$ cat config.mk
export PLATFORM = sky130hd
export DESIGN_NAME = fpmin_unit
export DESIGN_NICKNAME = d
export VERILOG_FILES = /design/src/rtl/fpmin_pkg.sv /design/src/rtl/fpmin_classify.sv /design/src/rtl/fpmin_order.sv /design/src/rtl/fpmin_nan_pick.sv /design/src/rtl/fpmin_unit.sv
export SDC_FILE = /design/constraint.sdc
export NUM_CORES = 1
export LEC_CHECK = 0
export ABC_AREA = 1
export BUFFER_PORTS_ARGS = -buffer_cell sky130_fd_sc_hd__buf_2
export CELL_PAD_IN_SITES_DETAIL_PLACEMENT = 0
export CELL_PAD_IN_SITES_GLOBAL_PLACEMENT = 1
export CORE_UTILIZATION = 36
export DETAILED_ROUTE_END_ITERATION = 16
export PLACE_DENSITY_LB_ADDON = 0.3
export SYNTH_ARGS = -nofsm -noshare
export SYNTH_HDL_FRONTEND = slang
export SYNTH_SLANG_ARGS = --single-unit
export TNS_END_PERCENT = 1
$ cat constraint.sdc
create_clock -name vclk -period 6.2
set_input_delay 1.24 -clock vclk [all_inputs]
set_output_delay 1.24 -clock vclk [all_outputs]
set_load 0.005 [all_outputs]
$ cat src/rtl/fpmin_pkg.sv
package fpmin_pkg;

  localparam int DATA_W      = 64;
  localparam int MAG_W       = DATA_W - 1;
  localparam int NUM_FMT     = 4;
  localparam int HALF_EXP_W  = 5;
  localparam int HALF_FRAC_W = 10;
  localparam int SGL_EXP_W   = 8;
  localparam int SGL_FRAC_W  = 23;
  localparam int DBL_EXP_W   = 11;
  localparam int DBL_FRAC_W  = 52;

  typedef enum logic [1:0] {
    FMT_RSVD   = 2'd0,
    FMT_HALF   = 2'd1,
    FMT_SINGLE = 2'd2,
    FMT_DOUBLE = 2'd3
  } fmt_e;

  typedef struct packed {
    logic              sign;
    logic              is_zero;
    logic              is_nan;
    logic              is_snan;
    logic [MAG_W-1:0]  mag;
    logic [DATA_W-1:0] bits;
  } fp_class_t;

  function automatic int exp_w(input logic [1:0] f);
    case (f)
      2'd1:    return HALF_EXP_W;
      2'd2:    return SGL_EXP_W;
      2'd3:    return DBL_EXP_W;
      default: return 0;
    endcase
  endfunction

  function automatic int frac_w(input logic [1:0] f);
    case (f)
      2'd1:    return HALF_FRAC_W;
      2'd2:    return SGL_FRAC_W;
      2'd3:    return DBL_FRAC_W;
      default: return 0;
    endcase
  endfunction

  function automatic int sign_pos(input logic [1:0] f);
    return exp_w(f) + frac_w(f);
  endfunction

  function automatic logic [DATA_W-1:0] width_mask(input logic [1:0] f);
    int w;
    w = (f == 2'd0) ? 0 : sign_pos(f) + 1;
    if (w == 0) return '0;
    if (w >= DATA_W) return '1;
    return (DATA_W'(1) << w) - DATA_W'(1);
  endfunction

  function automatic logic [DATA_W-1:0] quiet_mask(input logic [1:0] f);
    if (f == 2'd0) return '0;
    return DATA_W'(1) << (frac_w(f) - 1);
  endfunction

  function automatic logic [DATA_W-1:0] exp_field_mask(input logic [1:0] f);
    if (f == 2'd0) return '0;
    return ((DATA_W'(1) << exp_w(f)) - DATA_W'(1)) << frac_w(f);
  endfunction

  function automatic logic [DATA_W-1:0] default_nan(input logic [1:0] f);
    return exp_field_mask(f) | quiet_mask(f);
  endfunction

endpackage

$ cat src/rtl/fpmin_classify.sv
module fpmin_classify
  import fpmin_pkg::*;
(
  input  logic [DATA_W-1:0] raw,
  input  fmt_e              fmt,
  output fp_class_t         cls
);

  for (genvar k = 1; k < NUM_FMT; k++) begin : g_fmt
    localparam int EW = exp_w(2'(k));
    localparam int FW = frac_w(2'(k));
    logic [EW-1:0] expo;
    logic [FW-1:0] frac;
    fp_class_t     c;

    assign expo = raw[FW +: EW];
    assign frac = raw[FW-1:0];

    always_comb begin
      c                  = '0;
      c.sign             = raw[EW+FW];
      c.is_zero          = (expo == '0) && (frac == '0);
      c.is_nan           = (&expo) && (frac != '0);
      c.is_snan          = (&expo) && (frac != '0) && !frac[FW-1];
      c.mag[EW+FW-1:0]   = raw[EW+FW-1:0];
      c.bits[EW+FW:0]    = raw[EW+FW:0];
    end
  end

  always_comb begin
    case (fmt)
      FMT_HALF:   cls = g_fmt[1].c;
      FMT_SINGLE: cls = g_fmt[2].c;
      FMT_DOUBLE: cls = g_fmt[3].c;
      default:    cls = '0;
    endcase
  end

endmodule

$ cat src/rtl/fpmin_order.sv
module fpmin_order
  import fpmin_pkg::*;
(
  input  logic             a_sign,
  input  logic [MAG_W-1:0] a_mag,
  input  logic             b_sign,
  input  logic [MAG_W-1:0] b_mag,
  output logic             a_first
);

  logic mag_le;
  logic mag_ge;

  assign mag_le = (a_mag <= b_mag);
  assign mag_ge = (a_mag >= b_mag);

  // Differing signs: the negative one is smaller (covers -0 vs +0).
  // Both negative: larger magnitude is smaller.
  always_comb begin
    if (a_sign != b_sign) a_first = a_sign;
    else if (a_sign)      a_first = mag_ge;
    else                  a_first = mag_le;
  end

endmodule

$ cat src/rtl/fpmin_nan_pick.sv
module fpmin_nan_pick
  import fpmin_pkg::*;
(
  input  fmt_e              fmt,
  input  logic              dn_mode,
  input  logic              a_nan,
  input  logic              a_snan,
  input  logic              b_snan,
  input  logic [DATA_W-1:0] a_bits,
  input  logic [DATA_W-1:0] b_bits,
  output logic [DATA_W-1:0] nan_bits
);

  logic [DATA_W-1:0] qbit;
  logic [DATA_W-1:0] canon;

  assign qbit  = quiet_mask(fmt);
  assign canon = default_nan(fmt);

  always_comb begin
    if (dn_mode)     nan_bits = canon;
    else if (a_snan) nan_bits = a_bits | qbit;
    else if (b_snan) nan_bits = b_bits | qbit;
    else if (a_nan)  nan_bits = a_bits;
    else             nan_bits = b_bits;
  end

endmodule

$ cat src/rtl/fpmin_unit.sv
module fpmin_unit
  import fpmin_pkg::*;
(
  input  logic [63:0] op_a,
  input  logic [63:0] op_b,
  input  logic [1:0]  fmt,
  input  logic        alt_mode,
  input  logic        dn_mode,
  output logic [63:0] result
);

  localparam int NUM_OPS = 2;

  fmt_e              fmt_q;
  logic [DATA_W-1:0] ops [NUM_OPS];
  fp_class_t         cls [NUM_OPS];
  logic              fmt_valid;
  logic              any_nan;
  logic              both_zero;
  logic              alt_take_b;
  logic              a_first;
  logic [DATA_W-1:0] nan_bits;

  assign fmt_q  = fmt_e'(fmt);
  assign ops[0] = op_a;
  assign ops[1] = op_b;

  for (genvar i = 0; i < NUM_OPS; i++) begin : g_op
    fpmin_classify u_cls (
      .raw (ops[i]),
      .fmt (fmt_q),
      .cls (cls[i])
    );
  end

  fpmin_order u_order (
    .a_sign  (cls[0].sign),
    .a_mag   (cls[0].mag),
    .b_sign  (cls[1].sign),
    .b_mag   (cls[1].mag),
    .a_first (a_first)
  );

  fpmin_nan_pick u_nan (
    .fmt      (fmt_q),
    .dn_mode  (dn_mode),
    .a_nan    (cls[0].is_nan),
    .a_snan   (cls[0].is_snan),
    .b_snan   (cls[1].is_snan),
    .a_bits   (cls[0].bits),
    .b_bits   (cls[1].bits),
    .nan_bits (nan_bits)
  );

  assign fmt_valid  = (fmt_q != FMT_RSVD);
  assign any_nan    = cls[0].is_nan | cls[1].is_nan;
  assign both_zero  = cls[0].is_zero & cls[1].is_zero;
  assign alt_take_b = alt_mode & (any_nan | both_zero);

  always_comb begin
    if (!fmt_valid)      result = '0;
    else if (alt_take_b) result = cls[1].bits;
    else if (any_nan)    result = nan_bits;
    else if (a_first)    result = cls[0].bits;
    else                 result = cls[1].bits;
  end

endmodule

==> results of run 1 <==
[cells in the final DEF (no fill, tap or decap), drive strengths merged, types with 3 or more instances in the layout]
cell type	instances
o21ai	116
nand3	159
inv	198
nor2	248
a31oi	3
a21o	3
o211ai	28
nor3	27
nand4	35
o21a	4
a21oi	137
nor4	9
buf	405
clkinv	3
o22ai	6
nand2	691
ha	72
nand3b	8
[power by group through the flow]
stage | logic (mW) | clock network [mW] | registers, mW
after floorplan | 0.557 | 0 | 0
final | 1.12 | 0 | 0
after global routing | 1.22 | 0 | 0
after detailed placement | 1.07 | 0 | 0
after global placement | 1.08 | 0 | 0
after CTS | 1.08 | 0 | 0
[metal layers]
metal / GRT usage (%) / vias up
li1: - / 6627
met1: 55.4 / 6435
met2: 66.6 / 894
met3: 4.68 / 170
met4: 22.1 / 0
met5: 0 / -
[kinds of logic (layout without fill, tap and decap cells)]
| kind of cell | Yosys count | count (layout) |
|---|---|---|
| and+or+nand+nor | 1180 | 1180 |
| AOI/OAI and AO/OA | 304 | 304 |
| adders and majority gates | 72 | 72 |
| buffers and inverters | 295 | 606 |
| xor gates and xnor gates | 1 | 1 |
[cell type report]
type / instances / area, um^2
well taps: 319 / 399
repair buffers: 405 / 2610
fillers: 2763 / 12200
multi-input cells: 1557 / 7540
inverters: 201 / 759
[worst paths after layout]
kind / endpoint / cells past startpoint / slack [ps]
worst max-delay path: result[31] / 29 / 190
worst min-delay path: result[33] / 4 / 2850
[metrics by stage]
stage	std cells	instance area [um^2]	utilization [%]	hold slack [ps]
floorplan	1852	8660	-	2600
global placement	2480	11200	47.5	2840
detailed placement	2480	11200	47.5	2850
CTS	2480	11200	47.6	2850
global route	2482	11300	48.0	2880
finish	2482	11300	48.0	2850
[worst min-delay path, stage by stage]
cell and delay, ps:
buf_2 110, nand3_1 70, a21oi_1 60, buf_2 120
[repair_timing]
action / in CTS / in global routing
pin swaps: 0 / 3
setup endpoints to repair: 7 / 55
resized for setup: 4 / 24
buffers inserted: 0 / 2
==> impl_metrics.env, run 1 <==
export IMPL_die_h_um=157
export IMPL_yosysWarnings=0
export IMPL_routed_wl_um=52800
export IMPL_fin_setup_tns_ps=0
export IMPL_synth_top_family_by_area="simple AND/OR/NAND/NOR gates"
export IMPL_grt_remaining_overflow=0
export IMPL_yosysSeqAreaShare_pct=0
export IMPL_synth_adder_area_share_pct=10.4
export IMPL_total_power_mw=1.12
export IMPL_grt_pass1_vias=12800
export IMPL_critPathMaxFanout=9
export IMPL_worstSetupPathType="input port to output pin"
export IMPL_clock_power_share_pct=0
export IMPL_power_share_switching_pct=62.0
export IMPL_worst_ep_arrival_time_ps=4770
export IMPL_fin_nets=2369
export IMPL_p_int_mw=0.426
export IMPL_required_ps=4960
export IMPL_n_antenna_cell=0
export IMPL_synth_area_um2=8660
export IMPL_drc=0
export IMPL_critical_path_max_stage_delay_ps=290
export IMPL_fin_crit_sh_pct=96.9
export IMPL_routedWlPerCell_um=21.3
export IMPL_yosysTopAreaCellShare_pct=29.3
export IMPL_powerDensity_nw_per_um2=99.3
export IMPL_initialDrtViolationCount=1513
export IMPL_start_kind="input port"
export IMPL_grt_pass1_wl_um=77500
export IMPL_hold_start="op_b[33]"
export IMPL_synthCells=1852
export IMPL_wl_met2_um=22400
export IMPL_hpwl_um=42500
export IMPL_synth_compound_area_share_pct=19.0
export IMPL_io_buffers=196
export IMPL_wl_met1_um=21700
export IMPL_status="finished clean"
export IMPL_mappedNetlistNets=2056
export IMPL_synth_simple_gate_area_share_pct=56.5
export IMPL_relSlewSlack_pct=47.5
export IMPL_drt_pass1_iter_count=8
export IMPL_drive_above_1_share_pct=21.3
export IMPL_hold_viol_final=0
export IMPL_hold_buffers=0
export IMPL_die_w_um=157
export IMPL_ys_types=40
export IMPL_area_delta_synth_final_pct=30.6
export IMPL_design_seq_count=0
export IMPL_crit_slowest_cell="ha_1"
export IMPL_start_util_pct=36.8
export IMPL_synth_avg_cell_area_um2=4.68
export IMPL_top_layer_used="met4"
export IMPL_synthTopCellsByArea="nand2_1, nor2_1, ha_1"
export IMPL_die_area_um2=24700
export IMPL_synth_xor_area_share_pct=0.101
export IMPL_clockBufferCount=0
export IMPL_wl_met3_um=5510
export IMPL_pin_count=196
export IMPL_worstHoldPathType="input port to output pin"
export IMPL_drv_slew=0
export IMPL_combPwrFrac_pct=100.0
export IMPL_cp_startpoint="fmt[0]"
export IMPL_max_clock_freq_mhz=166
export IMPL_rows=56
export IMPL_dp_slack_ps=-47.8
export IMPL_crit_top_cell="nand2_1"
export IMPL_coreArea_um2=23500
export IMPL_vdd_drop_max_mv=0.0478
export IMPL_ys_top_cells_by_count="nand2_1, nor2_1, inv_1, nand3_1, a21oi_1"
export IMPL_path_buf_inv=10
export IMPL_synth_most_common_cell="nand2_1"
export IMPL_synth_area_mux_share_pct=0
export IMPL_fin_ws_ps=191
export IMPL_globalRouteTotalUtil_pct=41.9
export IMPL_p_switching_mw=0.697
export IMPL_yosys_area_top_type="nand2_1"
export IMPL_cap_violations=0
export IMPL_antenna_left=0
export IMPL_seqPwrFrac_pct=0
export IMPL_max_slew_worst_pin_slew_ps=779
export IMPL_min_period_ps=6010
export IMPL_p_leak_nw=6.49
export IMPL_vias=14100
export IMPL_ff_latch_area_um2=0
export IMPL_antenna_found_initial=0
export IMPL_setup_viol=0
export IMPL_grt_max_degree=85
export IMPL_end_kind="output pin"
export IMPL_viasPerCell=5.69
export IMPL_gp_congestion=1.08
export IMPL_critical_path_top_delay_family="simple AND/OR/NAND/NOR gates"
Note: power is estimated with default switching activity, not from simulation.
==> run 2, diff against run 1 <==
--- a/config.mk
+++ b/config.mk
@@ -9,7 +9,7 @@
 export BUFFER_PORTS_ARGS = -buffer_cell sky130_fd_sc_hd__buf_2
 export CELL_PAD_IN_SITES_DETAIL_PLACEMENT = 0
 export CELL_PAD_IN_SITES_GLOBAL_PLACEMENT = 1
-export CORE_UTILIZATION = 36
+export CORE_UTILIZATION = 33
 export DETAILED_ROUTE_END_ITERATION = 16
 export PLACE_DENSITY_LB_ADDON = 0.3
 export SYNTH_ARGS = -nofsm -noshare
==> constraint.sdc (replaced) <==
create_clock -name vclk -period 5.3
set_input_delay 1.06 -clock vclk [all_inputs]
set_output_delay 1.06 -clock vclk [all_outputs]
set_load 0.005 [all_outputs]
==> impl_metrics.env, run 2 (same netlist as run 1, synthesis figures left out) <==
export IMPL_place_inst=2631
export IMPL_fin_setup_tns_ps=-1120
export IMPL_cap_violations=0
export IMPL_hold_depth=4
export IMPL_critPathMaxFanout=5
export IMPL_viasPerCell=5.59
export IMPL_fin_nets=2530
export IMPL_ff_latch_area_um2=0
export IMPL_coreArea_um2=25500
export IMPL_initialDrtViolationCount=1635
export IMPL_grt_pass1_vias=13800
export IMPL_die_w_um=164
export IMPL_drv_slew=0
export IMPL_globalRouteTotalUtil_pct=41.3
export IMPL_drt_pass1_iter_count=6
export IMPL_powerDensity_nw_per_um2=117
export IMPL_pin_count=196
export IMPL_required_ps=4240
export IMPL_postLayoutCellArea_um2=13200
export IMPL_routedWlPerCell_um=21.5
export IMPL_grt_max_degree=39
export IMPL_worstHoldPathType="input port to output pin"
export IMPL_violations="setup timing"
export IMPL_start_kind="input port"
export IMPL_wl_met3_um=5390
export IMPL_routed_wl_um=56900
export IMPL_clockBufferCount=0
export IMPL_hold_slack_ps=2520
export IMPL_area_delta_synth_final_pct=52.1
export IMPL_end_kind="output pin"
export IMPL_setup_viol=28
export IMPL_post_dp_cell_area_um2=12400
export IMPL_hpwl_um=46200
export IMPL_crit_top_cell="buf_4"
export IMPL_start_util_pct=34.0
export IMPL_total_power_mw=1.54
export IMPL_grt_setup_unrepaired="yes"
export IMPL_whs_endpoint="result[19]"
export IMPL_die_area_um2=26900
export IMPL_min_period_ps=5440
export IMPL_die_h_um=164
export IMPL_rows=58
export IMPL_dp_slack_ps=-529
export IMPL_design_seq_count=0
export IMPL_gp_congestion=1.02
export IMPL_fin_ws_ps=-138
export IMPL_critical_path_top_delay_family="buffers and inverters"
export IMPL_relSlewSlack_pct=64.3
export IMPL_final_common_cell="nand2_1"
export IMPL_wl_met1_um=22900
export IMPL_hold_viol_final=0
export IMPL_mostFrequentLayoutCells="nand2_1, buf_4, nor2_1, buf_2, inv_1"
export IMPL_drive_above_1_share_pct=30.5
export IMPL_fin_crit_sh_pct=103
export IMPL_final_util_pct=51.7
export IMPL_drc=0
export IMPL_status="complete, but fails checks"
export IMPL_max_clock_freq_mhz=184
export IMPL_top_layer_used="met4"
export IMPL_grt_remaining_overflow=0
export IMPL_worstSetupPathType="input port to output pin"
export IMPL_vdd_drop_max_mv=0.0773
export IMPL_io_buffers=196
export IMPL_vias=14800
export IMPL_antenna_left=0
export IMPL_p_leak_nw=7.39
export IMPL_instances_no_fill=2654
export IMPL_critical_path_max_stage_delay_ps=180
export IMPL_path_buf_inv=22
export IMPL_antenna_found_initial=0
export IMPL_nFillCells=2835
export IMPL_max_slew_worst_pin_slew_ps=530
export IMPL_worst_ep_arrival_time_ps=4380
export IMPL_hold_start="op_b[19]"
export IMPL_grt_pass1_wl_um=82800
export IMPL_crit_slowest_cell="nor2_4"
export IMPL_wl_met2_um=25000
export IMPL_n_antenna_cell=0
[run 2: cell types whose count changed in the layout (fill, tap and decap cells not counted), moves of 9 or more]
| cell | change |
|---|---|
| nand2_2 | +20 |
| nand2_1 | -26 |
| a21oi_2 | +26 |
| buf_4 | +143 |
| a21oi_1 | -28 |
| nor2_1 | -9 |
| ha_4 | +10 |
[run 2: final cells by class]
| type | count | area (um^2) | area share, % |
|---|---|---|---|
| repair buffers | 566 | 4000 | 30.3 |
| multi-input cells | 1557 | 7980 | 60.6 |
| inverters | 201 | 781 | 5.93 |
| well taps | 330 | 413 | 3.13 |
[run 2: report_power, final]
| group | switching (mW) | internal, mW | leakage (nW) |
|---|---|---|---|
| logic | 0.909 | 0.632 | 7.39 |
| clock network | 0 | 0 | 0 |
| registers | 0 | 0 | 0 |
[run 2: worst max path at each step]
stage	startpoint	endpoint	slack [ps]	cells past startpoint
floorplan	fmt[0]	result[24]	-10	27
global placement	fmt[0]	result[3]	-440	28
detailed placement	fmt[0]	result[21]	-530	35
CTS	fmt[1]	result[21]	-120	33
global route	fmt[0]	result[48]	-230	27
finish	fmt[0]	result[5]	-140	31
[run 2: tightest hold or removal path: cells and delay by family]
family / cells / cell delay (ps)
compound gates: 1 / 50
buf+inv: 2 / 250
simple gates: 1 / 90
[run 2: timing repair]
item	CTS	global route
hold buffers	0	0
setup buffers	16	4
gates cloned	3	0
setup endpoints to repair	64	64
pin swaps	26	19
gates resized for setup	104	58
[run 2: routing by layer]
layer,global-route usage (%),vias to the layer above
met5,0,-
met1,52.8,6815
met4,22.1,0
met2,67.4,872
met3,5.23,188
li1,-,6948
==> run 3, diff against run 2 <==
--- a/config.mk
+++ b/config.mk
@@ -12,6 +12,7 @@
 export CORE_UTILIZATION = 33
 export DETAILED_ROUTE_END_ITERATION = 16
 export PLACE_DENSITY_LB_ADDON = 0.3
+export REMOVE_ABC_BUFFERS = 1
 export SYNTH_ARGS = -nofsm -noshare
 export SYNTH_HDL_FRONTEND = slang
 export SYNTH_SLANG_ARGS = --single-unit
==> impl_metrics.env, run 3 (same netlist as run 1, synthesis figures left out) <==
export IMPL_status="complete, but fails checks"
export IMPL_violations="setup timing"
export IMPL_initialDrtViolationCount=1617
export IMPL_grt_setup_unrepaired="yes"
export IMPL_start_util_pct=34.0
export IMPL_drt_pass1_iter_count=6
export IMPL_grt_pass1_wl_um=83100
export IMPL_io_buffers=196
export IMPL_die_area_um2=26900
export IMPL_vias=14900
export IMPL_fin_ws_ps=-91.2
export IMPL_required_ps=4240
export IMPL_drive_above_1_share_pct=34.2
export IMPL_wl_met2_um=25200
export IMPL_grt_pass1_vias=13900
export IMPL_die_w_um=164
export IMPL_routed_wl_um=57700
export IMPL_final_common_cell="nand2_1"
export IMPL_max_clock_freq_mhz=185
export IMPL_globalRouteTotalUtil_pct=41.5
export IMPL_fin_setup_tns_ps=-428
export IMPL_grt_remaining_overflow=0
export IMPL_antenna_left=0
export IMPL_mostFrequentLayoutCells="nand2_1, buf_4, nor2_1, buf_2, inv_1"
export IMPL_drv_slew=0
export IMPL_timing_critical_path_to="result[25]"
export IMPL_end_kind="output pin"
export IMPL_fin_crit_sh_pct=102
export IMPL_top_layer_used="met5"
export IMPL_min_period_ps=5390
export IMPL_worstSetupPathType="input port to output pin"
export IMPL_cp_startpoint="fmt[0]"
export IMPL_max_slew_worst_pin_slew_ps=509
export IMPL_routedWlPerCell_um=21.8
export IMPL_worstHoldPathType="input port to output pin"
export IMPL_antenna_found_initial=2
export IMPL_critPathMaxFanout=8
export IMPL_area_delta_synth_final_pct=60.0
export IMPL_fin_nets=2523
export IMPL_pin_count=196
export IMPL_hpwl_um=45300
export IMPL_design_seq_count=0
export IMPL_die_h_um=164
export IMPL_viasPerCell=5.62
export IMPL_worst_ep_arrival_time_ps=4330
export IMPL_setup_viol=21
export IMPL_wl_met1_um=23000
export IMPL_drc=0
export IMPL_wl_met3_um=6130
export IMPL_gp_congestion=1.02
export IMPL_ff_latch_area_um2=0
export IMPL_start_kind="input port"
export IMPL_hold_viol_final=0
export IMPL_relSlewSlack_pct=66.0
export IMPL_rows=58
export IMPL_clockBufferCount=0
export IMPL_coreArea_um2=25500
export IMPL_grt_max_degree=35
export IMPL_cap_violations=0
## run 3: changes by cell type in the layout (fill, tap and decap cells not counted), sizes merged
cell      change
clkbuf        +1
buf          -11
bufbuf        +2
clkinvlp      -1
inv           +2
diode         +1
## run 3: per-stage QoR
| stage | hold slack (ps) | cells | setup slack (ps) | instance area, um^2 | util, % |
|---|---|---|---|---|---|
| floorplan | 2240 | 1758 | -2400 | 8210 | - |
| CTS | 2480 | 2625 | -6.50 | 13000 | 51.2 |
| global route | 2510 | 2647 | -237 | 13800 | 54.4 |
| detailed placement | 2480 | 2609 | -650 | 12200 | 47.9 |
| finish | 2480 | 2648 | -91.2 | 13900 | 54.4 |
| global placement | 2470 | 2609 | -610 | 12200 | 47.9 |
## run 3: how the worst min path moves through the flow
stage,from,endpoint,slack (ps),cells after the start
CTS,op_b[33],result[33],2480,4
floorplan,op_b[33],result[33],2240,2
finish,op_b[33],result[33],2480,4
detailed placement,op_b[33],result[33],2480,4
global placement,op_b[33],result[33],2470,4
global route,op_b[33],result[33],2510,4
## run 3: cell type report
type / instances / area (um^2)
diodes: 1 / 2.50
fillers: 2824 / 11600
inverters: 201 / 806
multi-input cells: 1557 / 8450
well taps: 330 / 413
repair buffers: 558 / 4180
repair inverters: 1 / 8.76
## run 3: what timing repair did
item,in CTS,in global routing
gates cloned,8,2
hold buffers,0,0
buffers inserted,10,21
pin swaps,43,67
endpoints found under the setup margin,64,64
gates resized for setup,141,162
## run 3: worst max-delay path: stages
cell,delay [ps]
buf_12,110
inv_6,50
ha_4,140
nor2_4,40
inv_2,70
buf_6,140
nand2_8,100
buf_6,130
buf_6,120
nor2_1,230
ha_4,260
nand2_4,90
nor2_1,50
nor2_1,80
nand2_1,70
a21oi_2,170
nand2_2,90
nand2_2,100
nand3_2,70
nand2_2,100
nand2_4,100
buf_6,150
buf_6,110
o211ai_1,260
nand2_1,120
a21oi_2,180
buf_2,130
## run 3: layer usage
layer | global-route usage, % | vias up
li1 | - | 6954
met3 | 7.17 | 221
met4 | 20.7 | 4
met5 | 0 | -
met1 | 53.0 | 6769
met2 | 66.9 | 934
